[src/rtl/wpg_pkg.sv]
package wpg_pkg;
  // Per-cycle requests from the address decode to the flag datapath.
  typedef struct packed {
    logic boardHit;   // address inside this board's window
    logic setReq;     // protect strobe qualified by board hit
    logic clrReq;     // unprotect strobe, qualified, loses to protect
    logic wrReq;      // write request qualified by board hit
  } wpgStrobes_t;
endpackage

[src/rtl/wpg_ctrl.sv]
module wpg_ctrl
  import wpg_pkg::*;
#(
  parameter int ADDR_W = 16,
  parameter int BLOCK_BITS = 12,
  parameter int NUM_BLOCKS = 2,
  parameter logic [ADDR_W-1:0] BOARD_BASE = 3
) (
  input  logic [ADDR_W-1:0]     busAddr,
  input  logic                  protStrobe,
  input  logic                  unprotStrobe,
  input  logic                  memWrReq,
  output wpgStrobes_t           strobes,
  output logic [NUM_BLOCKS-1:0] blockSel
);
  localparam int IDX_W = $clog2(NUM_BLOCKS);
  localparam int TAG_LO = BLOCK_BITS + IDX_W;
  localparam int TAG_W = ADDR_W - TAG_LO;

  logic boardHit;
  logic unused_addrLow;

  assign unused_addrLow = ^busAddr[BLOCK_BITS-1:0];
  assign boardHit = (busAddr[ADDR_W-1:TAG_LO] == BOARD_BASE[TAG_W-1:0]);

  generate
    if (NUM_BLOCKS == 1) begin : g_single
      assign blockSel = boardHit;
    end else begin : g_multi
      logic [IDX_W-1:0] blockIdx;
      assign blockIdx = busAddr[BLOCK_BITS +: IDX_W];
      always_comb begin
        blockSel = '0;
        for (int i = 0; i < NUM_BLOCKS; i++) begin
          if (boardHit && (blockIdx == IDX_W'(i))) blockSel[i] = 1'b1;
        end
      end
    end
  endgenerate

  always_comb begin
    strobes.boardHit = boardHit;
    strobes.setReq   = boardHit & protStrobe;
    strobes.clrReq   = boardHit & unprotStrobe & ~protStrobe;
    strobes.wrReq    = boardHit & memWrReq;
  end
endmodule

[src/rtl/wpg_flags.sv]
module wpg_flags
  import wpg_pkg::*;
#(
  parameter int NUM_BLOCKS = 2
) (
  input  logic                  clk,
  input  logic                  rstN,
  input  wpgStrobes_t           strobes,
  input  logic [NUM_BLOCKS-1:0] blockSel,
  output logic [NUM_BLOCKS-1:0] flagVec,
  output logic                  arrayWrEn,
  output logic                  protStatusN
);
  logic hitProtected;

  generate
    for (genvar b = 0; b < NUM_BLOCKS; b++) begin : g_flag
      always_ff @(posedge clk or negedge rstN) begin
        if (!rstN) begin
          flagVec[b] <= 1'b0;
        end else if (blockSel[b]) begin
          if (strobes.setReq) flagVec[b] <= 1'b1;
          else if (strobes.clrReq) flagVec[b] <= 1'b0;
        end
      end
    end
  endgenerate

  // Uses the registered flags, so a same-cycle strobe does not affect this.
  assign hitProtected = |(flagVec & blockSel);
  assign arrayWrEn    = strobes.wrReq & ~hitProtected;
  assign protStatusN  = ~(strobes.boardHit & hitProtected);
endmodule

[src/rtl/wp_bank_guard.sv]
module wp_bank_guard
  import wpg_pkg::*;
#(
  parameter int ADDR_W = 16,
  parameter int BLOCK_BITS = 12,
  parameter int NUM_BLOCKS = 2,
  parameter logic [ADDR_W-1:0] BOARD_BASE = 3
) (
  input  logic              clk,
  input  logic              rstN,
  input  logic [ADDR_W-1:0] busAddr,
  input  logic              protStrobe,
  input  logic              unprotStrobe,
  input  logic              memWrReq,
  output logic              arrayWrEn,
  output logic              protStatusN
);
  wpgStrobes_t           strobes;
  logic [NUM_BLOCKS-1:0] blockSel;
  logic [NUM_BLOCKS-1:0] flagVec;

  wpg_ctrl #(
    .ADDR_W(ADDR_W), .BLOCK_BITS(BLOCK_BITS),
    .NUM_BLOCKS(NUM_BLOCKS), .BOARD_BASE(BOARD_BASE)
  ) u_ctrl (
    .busAddr(busAddr), .protStrobe(protStrobe), .unprotStrobe(unprotStrobe),
    .memWrReq(memWrReq), .strobes(strobes), .blockSel(blockSel)
  );

  wpg_flags #(.NUM_BLOCKS(NUM_BLOCKS)) u_flags (
    .clk(clk), .rstN(rstN), .strobes(strobes), .blockSel(blockSel),
    .flagVec(flagVec), .arrayWrEn(arrayWrEn), .protStatusN(protStatusN)
  );
endmodule

[config.mk]
export PLATFORM = sky130hd
export DESIGN_NAME = wp_bank_guard
export DESIGN_NICKNAME = d
export VERILOG_FILES = /design/src/rtl/wpg_pkg.sv /design/src/rtl/wpg_ctrl.sv /design/src/rtl/wpg_flags.sv /design/src/rtl/wp_bank_guard.sv
export SDC_FILE = /design/constraint.sdc
export NUM_CORES = 1
export LEC_CHECK = 0
export BUFFER_PORTS_ARGS = -buffer_cell sky130_fd_sc_hd__clkbuf_2
export CAP_MARGIN = 15
export CORE_AREA = 2 2 39 41
export CTS_CLUSTER_SIZE = 25
export DETAILED_ROUTE_END_ITERATION = 10
export DIE_AREA = 0 0 41 43
export SYNTH_ARGS = -nofsm -noshare
export SYNTH_HDL_FRONTEND = slang
export SYNTH_SLANG_ARGS = --single-unit
[constraint.sdc]
create_clock -name clk -period 0.8 [get_ports clk]
set_clock_uncertainty 0.05 [all_clocks]
set_input_delay 0.04 -clock clk [delete_from_list [all_inputs] [get_ports clk]]
set_output_delay 0.04 -clock clk [all_outputs]
set_load 0.01 [all_outputs]
* Yosys cells after proc, flatten, opt, wreduce, memory -nomap -nowiden
Index checks and enable logic that the tools add are counted.
** Storage, ports and cells
- Bits in registers :: 2
- Bits in latches :: 0
- Bits in writable memories :: 0
- ROM bits :: 0
- Input port bits :: 21
- Output and inout bits :: 2
- Logic and storage cells :: 24
- Memories kept :: 0
** Cells by class
- $add $sub $neg :: 0
- $mul :: 0
- Div/mod/pow operators :: 0
- Magnitude comparators :: 0
- Eq/ne operators :: 1
- Shift-type cells :: 0
- Muxes and demuxes :: 4
- Bitwise operators :: 11
- Reduce and logical (&&, ||, !) cells :: 6
** Operators with widths (number)
- $and A1 B1 Y1 :: 6
- $mux W1 :: 4
- $not A1 Y1 :: 4
- $reduce_and A2 Y1 :: 2
- $eq A3 B2 Y1 const B :: 1
- $and A2 B2 Y2 :: 1
- $logic_and A1 B1 Y1 :: 2
- $reduce_bool A2 Y1 :: 1
- $reduce_or A2 Y1 :: 1

* Logic depth before layout (Yosys ltp)
- Depth in word-level cells :: 7
- Gate-level depth with buffers :: 3
- Mapped depth without buffers :: 3

* By module
From an unflattened synthesis, not the netlist that was laid out.
** Second synthesis, totals
- Cell total of the unflattened synthesis :: 17
- Area total of the unflattened synthesis :: 156.4 sq um
** By module, submodules not included
- wpg_flags :: times used 1, cells an instance 10, area an instance 98.8 sq um, sequential area each 50.0 sq um
- wpg_ctrl :: times used 1, cells an instance 7, area an instance 57.6 sq um, sequential area each 0.0 sq um

* Worst setup path before layout
OpenSTA, ideal clock, no wires.
- Path type :: register to output
- From :: register u_flags.flagVec[1]
- To :: output port arrayWrEn
- Arrival :: 694 ps
- Required time :: 710 ps
- Slack :: 16 ps
- Stages on the path, launching flop included :: 3
- Path buffers :: 0
- Cell sequence :: dfrtp_1 > mux2i_1 > and3_2
** On the way
- Word-level cells in the longest chain between the ends :: 4
** Ends and longest elaborated chain
- start, declared :: line wpg_flags.sv:10 : output logic [NUM_BLOCKS-1:0] flagVec,
- start signal, assigned by index :: line wpg_flags.sv:20 : flagVec[b] <= 1'b0;
- start signal, assigned by index :: line wpg_flags.sv:22 : if (strobes.setReq) flagVec[b] <= 1'b1;
- start signal, assigned by index :: line wpg_flags.sv:23 : else if (strobes.clrReq) flagVec[b] <= 1'b0;
- $and A2 B2 Y2 :: line wpg_flags.sv:30 : assign hitProtected = |(flagVec & blockSel);
- $reduce_or A2 Y1 :: line wpg_flags.sv:30
- $not A1 Y1 :: line wpg_flags.sv:31 : assign arrayWrEn = strobes.wrReq & ~hitProtected;
- $and A1 B1 Y1 :: line wpg_flags.sv:31
- end, declared :: line wp_bank_guard.sv:15 : output logic arrayWrEn,
No other way between the ends.

* Final worst setup path
Ends and elaborated chain as after synthesis.

==> flow_summary.yaml <==
pwr:
  sequentialPowerShare_pct: 31.3
  p_switching_uw: 94.5
  power.internal_uw: 342
  power.density_mw_per_mm2: 1880
  switching_share_pct: 21.7
  comb_power_share_pct: 19.2
  p_leak_uw: 0.000108
  p_clk_share_pct: 49.4
  fin_total_pwr_uw: 436
  ir_drop_v: 0.000492
final_layout:
  num-fill-cells: 160
  fin_util_pct: 16.7
  top_regs: "u_flags.flagVec: 2 flops"
  drive_above_1_share_pct: 60.0
  syn_to_final_growth_pct: 94.7
  largest_reg_flops: 2
  antennaDiodeCount: 0
  regMostFlops: "u_flags.flagVec"
  fin_nets: 48
setup_path:
  path_class: "reg -> out"
  cp.arrival_ns: 1.05
  reg2regPathDepth: 1
  crit_required_ns: 0.71
  crit_path_end_kind: "output port"
  cp_max_fo: 2
  startpoint_type: "register"
global_route:
  antenna_found_initial: 0
  grt_pass1_wl_um: 517
  grt_overflow: 0
  global_route.usage.total_pct: 5.12
  grt_max_degree: 7
  grt_pass1_vias: 145
timing:
  tightestPinTransition_ns: 0.168
  setup_violations: 2
  post-route-period-util_pct: 143
  min_period_ns: 1.14
  holdWs_ns: 0.0235
  setup_tns_ns: -0.630
  maxSlewViolCount: 0
  fin_ws_ns: -0.343
  fmax_ghz: 0.875
  hold_viol_final: 0
  maxSlewHeadroom_pct: 88.5
  grt_setup_unrepaired: "yes"
clock_tree:
  ctsHtreeMaxLevel: 1
  clockRootBuffer: "clkbuf_4"
  cts.sinks: 2
  cts_tree: "built"
  numCtsBuffers: 3
  clk_latency_ns: 0.22
  post_cts_buffers: 0
  cts_buffer_depth: 2
  clk_pin_slew_worst_paths_ns: 0.03
logic_synthesis:
  synth_nets: 32
  synth-seq-cells: 2
  synth_warnings: 0
  avgSynthCellArea_um2: 10.8
  yosysUniqueCellTypes: 10
  netlist_area_um2: 119
  synth.yosys.seq_area_share_pct: 42.1
  synthCells: 11
hold_path:
  min_delay_path_depth: 2
  hold_class: "in -> reg"
die:
  rows: 14
  core_mm2: 0.00138
  die_area_mm2: 0.00176
  start_util_pct: 8.59
  ios: 23
  die-height_um: 43
  die_w_um: 41
run_status:
  failed_checks: "negative setup slack"
  status: "finished with violations"
drt:
  dr.pass1.iters: 2
  drt_iter0_drc: 7
  vias: 150
  drc: 0
  drtAntennaViolNets: 0
  detail_route.wl_per_cell_um: 8.49
  drt_wl_total_um: 348
  via_per_inst: 3.66
place:
  dp_slack_ns: -0.123
  numPortBuffers: 10
  gp_congestion: 0.497
run:
  maxCapViolCount: 0
-- layout make-up --
cell class	count	area (um^2)	share of cell area [%]
multi-input combinational	9	72.6	31.4
timing repair buffer	11	66.3	28.6
sequential	2	50.0	21.6
clock buffer	3	22.5	9.73
tap	16	20.0	8.65
-- kinds of logic after synthesis --
group and synth area share (%):
AO/OA/AOI/OAI 15.8, AND/OR/NAND/NOR 33.7, flip-flops 42.1, multiplexers 8.42
-- worst max-delay path, stage by stage (launching register included) --
cell and delay [ns]:
dfrtp_1 0.36, mux2i_1 0.17, and3_4 0.20, buf_6 0.09
-- repair_timing --
| action | CTS | global route |
|---|---|---|
| pin swaps | 0 | 1 |
| endpoints found under the hold margin | 2 | 0 |
| gates resized for setup | 0 | 4 |
| hold buffers | 1 | 0 |
| setup endpoints to repair | 2 | 2 |
-- synth_stat cells --
master	number	area share, %
nand3_1	1	4.2
nand2_1	1	3.2
and3b_2	1	8.4
and3_2	1	6.3
o2bb2ai_1	1	7.4
mux2i_1	1	8.4
a32o_1	1	8.4
nand2b_1	1	5.3
dfrtp_1	2	42
nand3b_1	1	6.3
-- power groups by stage --
stage | logic, uW | registers (uW) | clock network, uW
after floorplan | 42.2 | 134 | 0
after global placement | 73.7 | 136 | 0
after detailed placement | 76.8 | 138 | 0
after CTS | 80.7 | 137 | 233
after global routing | 90.2 | 138 | 243
final | 83.9 | 137 | 216
-- cells in the final DEF (no fill, tap or decap), drive strengths merged --
master,netlist,layout
clkbuf,0,11
dlygate4sd3,0,1
nand2b,1,1
nand3,1,1
o2bb2ai,1,1
and3,1,1
nand3b,1,1
nand2,1,1
a32o,1,1
mux2i,1,1
and3b,1,1
buf,0,2
dfrtp,2,2
-- through the flow --
step | cells | cell area (um^2)
after global placement | 37 | 189
after detailed placement | 37 | 189
final | 41 | 231
after floorplan | 11 | 119
after CTS | 41 | 221
after global routing | 41 | 231
-- path summary, 6_finish.rpt --
check | start | to | slack (ns)
hold reg to reg | u_flags.flagVec[0] | u_flags.flagVec[0] | 0.45
setup reg to reg | u_flags.flagVec[1] | u_flags.flagVec[1] | 0.05
max in group asynchronous | rstN | u_flags.flagVec[1] | 0.50
setup / recovery | u_flags.flagVec[1] | arrayWrEn | -0.34
hold / removal | busAddr[12] | u_flags.flagVec[0] | 0.02
min in group asynchronous | rstN | u_flags.flagVec[0] | 0.09
-- metal layers --
metal	vias up	GRT usage [%]	part of all wire (%)
li1	72	-	-
met1	73	4.18	37
met2	5	6.25	52
met3	0	6.28	11
met4	0	4.00	0
met5	-	0	0
(Power assumes the default switching activity.)
